$ cat config.mk
export PLATFORM = sky130hd
export DESIGN_NAME = rdy_dout_port
export DESIGN_NICKNAME = d
export VERILOG_FILES = /design/src/rtl/rdy_dout_pkg.sv /design/src/rtl/rdy_sync_edge.sv /design/src/rtl/rdy_shift_core.sv /design/src/rtl/rdy_pin_mux.sv /design/src/rtl/rdy_dout_port.sv
export SDC_FILE = /design/constraint.sdc
export NUM_CORES = 1
export LEC_CHECK = 0
export BUFFER_PORTS_ARGS = -buffer_cell sky130_fd_sc_hd__clkbuf_2
export CAP_MARGIN = 20
export CORE_ASPECT_RATIO = 2
export CORE_UTILIZATION = 54
export DETAILED_ROUTE_END_ITERATION = 8
export PLACE_DENSITY = 0.78
export SETUP_SLACK_MARGIN = 0.05
export SLEW_MARGIN = 0
export SYNTH_ARGS = -nofsm -noshare
export SYNTH_HDL_FRONTEND = slang
export SYNTH_SLANG_ARGS = --single-unit
$ cat constraint.sdc
create_clock -name clk -period 1.7 [get_ports clk]
set_input_delay 0 -clock clk [delete_from_list [all_inputs] [get_ports clk]]
set_output_delay 0 -clock clk [all_outputs]
set_load 0.005 [all_outputs]
$ cat src/rtl/rdy_dout_pkg.sv
// Package: shared sizing for the ready/data output pin.
// Assumes a result word no wider than a few dozen bits.
package rdy_dout_pkg;
    parameter int DEF_DATA_W = 20;
    parameter int DEF_PAD_W  = 4;
    parameter int DEF_SYNC_N = 2;

    // Width of a counter that must reach max_val inclusive.
    function automatic int cnt_width(input int max_val);
        return (max_val < 2) ? 1 : $clog2(max_val + 1);
    endfunction
endpackage

$ cat src/rtl/rdy_sync_edge.sv
// Module: synchronizes the external shift clock into clk and gives a
// one-cycle pulse per rising edge. Assumes the input is asynchronous.
module rdy_sync_edge #(
    parameter int SYNC_N = 2
) (
    input  logic clk,
    input  logic rst_n,
    input  logic async_in,
    output logic rise_pulse
);
    logic [SYNC_N-1:0] chain;
    logic              last_q;

    // Synchronizer chain; stage 0 samples the raw input.
    generate
        for (genvar g = 0; g < SYNC_N; g++) begin : g_stage
            if (g == 0) begin : g_first
                always_ff @(posedge clk) begin
                    if (!rst_n) chain[0] <= 1'b0;
                    else        chain[0] <= async_in;
                end
            end else begin : g_next
                always_ff @(posedge clk) begin
                    if (!rst_n) chain[g] <= 1'b0;
                    else        chain[g] <= chain[g-1];
                end
            end
        end
    endgenerate

    // Delayed copy of the synchronized level for edge detection.
    always_ff @(posedge clk) begin
        if (!rst_n) last_q <= 1'b0;
        else        last_q <= chain[SYNC_N-1];
    end

    // Rising-edge pulse.
    always_comb rise_pulse = chain[SYNC_N-1] & ~last_q;
endmodule

$ cat src/rtl/rdy_shift_core.sv
// Module: holds the result word, the edge counter and the pending flag.
// Assumes load_stb has priority over every other event in a cycle.
module rdy_shift_core #(
    parameter int DATA_W = 20,
    parameter int PAD_W  = 4,
    localparam int FRAME_W = DATA_W + PAD_W,
    localparam int CNT_W   = rdy_dout_pkg::cnt_width(FRAME_W)
) (
    input  logic              clk,
    input  logic              rst_n,
    input  logic              load_stb,
    input  logic [DATA_W-1:0] load_data,
    input  logic              upd_win,
    input  logic              sclk_rise,
    output logic              data_valid,
    output logic [CNT_W-1:0]  bit_cnt,
    output logic              head_bit
);
    localparam logic [CNT_W-1:0] CNT_MAX = CNT_W'(FRAME_W);

    logic [DATA_W-1:0] sreg;

    // Shift register: load, or shift left with one-fill after the first edge.
    always_ff @(posedge clk) begin
        if (!rst_n)
            sreg <= '1;
        else if (load_stb)
            sreg <= load_data;
        else if (sclk_rise && data_valid && bit_cnt != '0)
            sreg <= {sreg[DATA_W-2:0], 1'b1};
    end

    // Edge counter: cleared on load, saturates at the frame length.
    always_ff @(posedge clk) begin
        if (!rst_n)
            bit_cnt <= '0;
        else if (load_stb)
            bit_cnt <= '0;
        else if (sclk_rise && data_valid && bit_cnt != CNT_MAX)
            bit_cnt <= bit_cnt + 1'b1;
    end

    // Pending flag: set by a load, cleared by the update window.
    always_ff @(posedge clk) begin
        if (!rst_n)        data_valid <= 1'b0;
        else if (load_stb) data_valid <= 1'b1;
        else if (upd_win)  data_valid <= 1'b0;
    end

    // Current serial bit.
    always_comb head_bit = sreg[DATA_W-1];
endmodule

$ cat src/rtl/rdy_pin_mux.sv
// Module: chooses between the ready level, a data bit and the idle high.
// Assumes bit_cnt == 0 means the ready phase of a pending result.
module rdy_pin_mux #(
    parameter int CNT_W = 5
) (
    input  logic             upd_win,
    input  logic             data_valid,
    input  logic [CNT_W-1:0] bit_cnt,
    input  logic             head_bit,
    output logic             pin_val
);
    // Pin level: idle/update high, ready low, else current bit.
    always_comb begin
        if (upd_win || !data_valid) pin_val = 1'b1;
        else if (bit_cnt == '0)     pin_val = 1'b0;
        else                        pin_val = head_bit;
    end
endmodule

$ cat src/rtl/rdy_dout_port.sv
// Module: top of the shared ready/data output pin.
// Assumes load_stb is a single-cycle pulse in the clk domain.
module rdy_dout_port #(
    parameter int DATA_W = rdy_dout_pkg::DEF_DATA_W,
    parameter int PAD_W  = rdy_dout_pkg::DEF_PAD_W,
    parameter int SYNC_N = rdy_dout_pkg::DEF_SYNC_N
) (
    input  logic              clk,
    input  logic              rst_n,
    input  logic              load_stb,
    input  logic [DATA_W-1:0] load_data,
    input  logic              upd_win,
    input  logic              sclk_in,
    output logic              dout_pin
);
    localparam int FRAME_W = DATA_W + PAD_W;
    localparam int CNT_W   = rdy_dout_pkg::cnt_width(FRAME_W);

    logic             sclk_rise;
    logic             data_valid;
    logic [CNT_W-1:0] bit_cnt;
    logic             head_bit;

    rdy_sync_edge #(.SYNC_N(SYNC_N)) u_sync (
        .clk(clk), .rst_n(rst_n), .async_in(sclk_in), .rise_pulse(sclk_rise)
    );

    rdy_shift_core #(.DATA_W(DATA_W), .PAD_W(PAD_W)) u_core (
        .clk(clk), .rst_n(rst_n), .load_stb(load_stb), .load_data(load_data),
        .upd_win(upd_win), .sclk_rise(sclk_rise), .data_valid(data_valid),
        .bit_cnt(bit_cnt), .head_bit(head_bit)
    );

    rdy_pin_mux #(.CNT_W(CNT_W)) u_mux (
        .upd_win(upd_win), .data_valid(data_valid), .bit_cnt(bit_cnt),
        .head_bit(head_bit), .pin_val(dout_pin)
    );
endmodule

* Word-level counts from Yosys, hierarchy flattened
Index checks and enable logic that the tools add are counted.
** Storage, ports and cells
- Bits in registers :: 29
- Latch bits :: 0
- Memory bits (writable) :: 0
- Memory bits (read-only) :: 0
- Output and inout bits :: 1
- Word-level logic and storage cells :: 27
- Memories :: 0
** Operators by class
- Add/sub/neg operators :: 1
- Multiply operators :: 0
- Div/mod/pow operators :: 0
- $lt $le $gt $ge :: 0
- Eq/ne operators :: 1
- Shift operators :: 0
- Mux-type cells :: 6
- Bitwise operators :: 3
- Reductions and logical operators :: 10
** Operators with widths (number)
- two-way mux 20 bit :: 2
- adder 5 x 1 -> 5 bit (second input constant) :: 1
- logical NOT 5 bit :: 1
- inequality test 5 bit (second input constant) :: 1
- nonzero test 5 bit :: 1
- two-way mux 1 bit :: 4
- nonzero test 2 bit :: 2
- logical AND 1 bit :: 3
- inverter 1 bit :: 2
- OR reduction 2 bit :: 1
- AND 1 bit :: 1
- logical NOT 1 bit :: 1
- logical OR 1 bit :: 1

* Logic depth before layout (Yosys ltp)
- Depth after elaboration :: 6
- Mapped depth :: 7
- Mapped depth without buffers :: 5

* Hierarchy
Synthesis repeated with hierarchy kept, for this count alone.
** Second synthesis, totals
- Cells, all modules :: 180
- Area, all modules :: 1525.2 µm²
** By module, submodules not included
- rdy_shift_core :: times used 1, cells an instance 169, area each 1400.1 µm², seq. area each 520.5 µm²
- rdy_sync_edge :: times used 1, cells an instance 7, area each 92.6 µm², seq. area each 60.1 µm²
- rdy_pin_mux :: times used 1, cells an instance 4, area each 32.5 µm², seq. area each 0.0 µm²

* Worst setup path after synthesis
OpenSTA, ideal clock, no wires.
- Path kind :: reg-to-reg
- From :: register u_core.bit_cnt[0]
- To :: register u_core.sreg[9]
- Library setup time :: 145 ps
- Data arrival time :: 1268 ps
- Required time :: 1555 ps
- Path slack :: 287 ps
- Cell stages (with the launch flop) :: 8
- Path buffers :: 2
- Cell sequence :: dfxtp_1 -> inv_1 -> ha_1 -> nor4b_4 -> nand2b_1 -> buf_4 -> buf_6 -> o2111ai_1
** On the way
- Word-level cells in the longest chain between the ends :: 3
** Ends and longest elaborated chain
- start: declaration :: line rdy_shift_core.sv:16 : output logic [CNT_W-1:0] bit_cnt,
- start signal: assignment :: line rdy_shift_core.sv:40 : bit_cnt <= bit_cnt + 1'b1;
- nonzero test 5 bit :: line rdy_shift_core.sv:29 : else if (sclk_rise && data_valid && bit_cnt != '0)
- logical AND 1 bit :: line rdy_shift_core.sv:29
- nonzero test 2 bit (no line)
- end signal: assignment :: line rdy_shift_core.sv:28 : sreg <= load_data;
- end signal: assignment :: line rdy_shift_core.sv:30 : sreg <= {sreg[DATA_W-2:0], 1'b1};
- end: declaration :: line rdy_shift_core.sv:21 : logic [DATA_W-1:0] sreg;
No other way between the ends.
A chain may end at the register's enable or synchronous reset.

* Final worst setup path
- From :: register u_core.bit_cnt[1]
- To :: register u_core.sreg[15]
The elaborated chain is that of the path after synthesis.

==> results.py <==
metrics = {
    "power": {
        "netSwitchingFraction_pct": 23.46,
        "combinationalPowerShare_pct": 13.5,
        "power.leakage_uw": 0.0007668,
        "seq_power_share_pct": 49.9,
        "power_per_cell_area_mw_per_mm2": 768.6,
        "power_dissipated_by_switching_net_loads_uw": 342.9,
        "irDropWorstVdd_mv": 0.5924,
        "clock_power_share_pct": 36.5,
        "internal_power_uw": 1119,
    },
    "timing": {
        "worst-slew-pin-transition_ps": 640.7,
        "max_slew_margin_pct": 57.29,
        "rsz0062_at_grt": "no",
        "drv_slew": 0,
        "setup_viol": 0,
        "post-route-worst-setup-slack_ps": 177.9,
        "tns_ps": 0,
        "timing.clock.skew_ps": 1.614,
        "minimum_clock_period_after_layout_ps": 1522,
        "timing_hold_violations_final": 0,
        "fmax_mhz": 657.0,
        "final_min_period_over_clock_period_pct": 89.53,
    },
    "synth": {
        "netlist_area_sq_mm": 0.001410,
        "proportion_of_synthesized_chip_area_in_sequential_cells_pct": 41.17,
        "synth.lib_cells_used.distinct": 26,
        "synth.yosys.warnings": 0,
        "syn-mean-instance-area_sq_um": 8.869,
        "synth-seq-cells": 29,
        "post_synth_inst_count": 159,
        "synthesis.nets": 186,
    },
    "layout": {
        "layout.cells.non_filler": 235,
        "antenna_cells": 0,
        "area_occupied_by_multi_input_gates_sq_um": 775.7,
        "final_cell_area_sq_mm": 0.001902,
        "ff_latch_area_sq_um": 580.6,
        "fillCellCount": 170,
        "drive_gt1_share_pct": 19.23,
        "final_core_occ_pct": 78.96,
        "area_growth_syn_to_layout_pct": 34.87,
        "final_nets": 234,
    },
    "critical_path": {
        "timing.critical_path.to_type": "flip-flop",
        "critical_path.n_buffers_inverters": 3,
        "crit_path_start_kind": "flip-flop",
        "critical_path_depth": 7,
        "timing.critical_path.required_ps": 1830,
        "crit_chain": "inv_1, ha_4, nor4b_4, buf_6, buf_12, o21bai_1, o2111ai_1",
        "critical_path.slowest_cell": "sky130_fd_sc_hd__dfxtp_1",
        "timing.rr.end": "u_core.sreg[15]$_SDFFE_PN1P_",
        "crit_start": "u_core.bit_cnt[1]$_SDFFE_PP0P_",
        "timing.rr.start": "u_core.bit_cnt[1]$_SDFFE_PP0P_",
        "worst-r2r-cell-count": 7,
        "path_class": "reg2reg",
        "setup.reg_to_reg.worst_slack_ps": 180,
        "crit_path_max_fanout": 6,
        "critical-path-max-stage-delay_ps": 380,
        "worstSetupEndpoint": "u_core.sreg[15]$_SDFFE_PN1P_",
        "path_delay_family": "flip-flops",
        "arrival_ps": 1650,
    },
    "floorplan": {
        "floorplan.initialDensity_pct": 58.55,
        "row_count": 25,
        "core_sq_mm": 0.002409,
        "ioPinCount": 26,
        "die_area_sq_mm": 0.002832,
        "die_height_microns": 74.27,
        "dieWidth_microns": 38.14,
    },
    "clock_tree": {
        "htreeDepth": 2,
        "cts_num_sinks": 29,
        "clock-root-buffer": "sky130_fd_sc_hd__clkbuf_8",
        "max-clock-path-buffers": 2,
        "clkLatencyLatePin_ps": 280,
        "clock_tree_from_tritoncts": "done",
        "path_clk_slew_ps": 60,
        "cts_made_buffers": 5,
    },
    "place": {
        "gpl_wtd_cong": 0.7432,
        "placed_cell_area_sq_mm": 0.001560,
        "io_buffer_count": 25,
        "detailed_place_hpwl_microns": 2062,
        "placement.setup.worst_slack_ps": 183.6,
        "post-place-cells": 204,
    },
    "routing": {
        "drc": 0,
        "vias": 1335,
        "avgRoutedWirePerCell_microns": 14.11,
        "detail_route.wirelength_microns": 3317,
        "drt_iter0_markers": 33,
        "vias_per_cell": 5.681,
        "drt-pass1-iter-count": 5,
        "number_of_nets_with_antenna_violations_after_detailed_routing": 0,
    },
    "grt": {
        "grt_first_pass_wirelength_microns": 5699,
        "grt_util_all_layers_pct": 28.33,
        "grt_start_max_net_pins": 44,
        "grt_overflow_total": 0,
        "grt_antenna_before_repair": 0,
        "first_global_vias": 1327,
    },
    "min_path": {
        "class_of_the_tightest_hold_or_removal_check": "in2reg",
    },
    "run_status": {
        "status": "finished clean",
    },
    "run": {
        "maxCapViolations": 0,
    },
}
[per-layer routing]
metal	global-route usage (%)	part of all wire, %	vias up
li1	-	-	668
met3	6.269	3.3	6
met1	30.29	38	630
met4	13.10	2.0	0
met2	50.09	56	31
met5	0	0	-
[kinds of logic after synthesis]
family / share of synthesized area (%)
simple gates: 24.76
compound gates: 27.06
flops: 41.17
buf+inv: 5.235
fa+ha+maj: 1.774
[flip-flops by register name, summed over array words and instances (netlist names)]
| name | flops |
|---|---|
| u_core.bit_cnt | 5 |
| u_core.data_valid | 1 |
| u_sync.last_q | 1 |
| u_core.sreg | 20 |
| u_sync.chain | 2 |
[cell usage after synthesis (all sizes together)]
master	count	area, sq um
buf	4	28.78
inv	4	15.01
ha	2	25.02
a21oi	5	25.02
nand3b	1	7.510
nor4b	1	23.77
and2	3	18.77
o2111ai	19	166.4
o21bai	18	135.1
and4b	1	10.01
nor2	1	3.750
clkbuf	8	30.03
or3	2	12.51
or4	1	7.510
nand4b	2	17.52
dfxtp	29	580.6
nor2b	3	18.77
nand2	21	78.83
nand3	2	10.01
o21a	2	15.01
o21ai	8	40.03
nand2b	21	131.4
and3b	1	8.760
[placed cells by master (no fill, tap or decap), types with 4 or more instances in the layout]
cell and instances:
sky130_fd_sc_hd__buf_4 4, sky130_fd_sc_hd__o2111ai_1 19, sky130_fd_sc_hd__a21oi_1 5, sky130_fd_sc_hd__o21ai_1 5, sky130_fd_sc_hd__inv_1 4, sky130_fd_sc_hd__nand2b_1 20
sky130_fd_sc_hd__o21bai_1 18, sky130_fd_sc_hd__nand2_1 21, sky130_fd_sc_hd__dfxtp_1 29, sky130_fd_sc_hd__clkbuf_8 5, sky130_fd_sc_hd__dlygate4sd3_1 21, sky130_fd_sc_hd__clkbuf_2 25
[power by group through the flow]
stage               logic [uW]  registers [uW]  clock network (uW)
floorplan                  106             741                   0
global placement           148             744                   0
detailed placement         154             745                   0
CTS                        192             730                 539
global route               222             733                 567
finish                     198             730                 534
[timing repair]
item,4_1_cts,5_1_grt
hold endpoints to repair,21,0
buffers inserted,0,2
resized for setup,0,4
hold buffers,21,0
endpoints found under the setup margin,0,17
[stage by stage]
stage / total power, uW / hold WS, ps
floorplan: 847.0 / 109.7
global placement: 891.8 / 204.5
detailed placement: 898.9 / 218.2
CTS: 1461 / 49.63
global route: 1522 / 51.10
finish: 1462 / 47.29
[worst min-delay path, stage by stage]
cell and delay, ps:
sky130_fd_sc_hd__clkbuf_2 80, sky130_fd_sc_hd__nor2b_1 40, sky130_fd_sc_hd__o21a_1 160
[worst min-delay path by stage]
stage	start	to	slack, ps	cells after the start
after global placement	sclk_in	u_sync.chain[0]$_SDFF_PN0_	200	2
after global routing	upd_win	u_core.data_valid$_SDFFE_PN0P_	50	3
final	upd_win	u_core.data_valid$_SDFFE_PN0P_	50	3
after CTS	upd_win	u_core.data_valid$_SDFFE_PN0P_	50	3
after floorplan	upd_win	dout_pin	110	2
after detailed placement	sclk_in	u_sync.chain[0]$_SDFF_PN0_	220	2
[layout make-up]
type	instances	share of cell area, %
Multi-Input combinational cell	114	40.79
Sequential cell	29	30.53
Timing Repair Buffer	53	21.91
Clock buffer	8	4.211
Tap cell	27	1.776
Inverter	4	0.7895
Note: power is estimated with default switching activity, not from simulation.
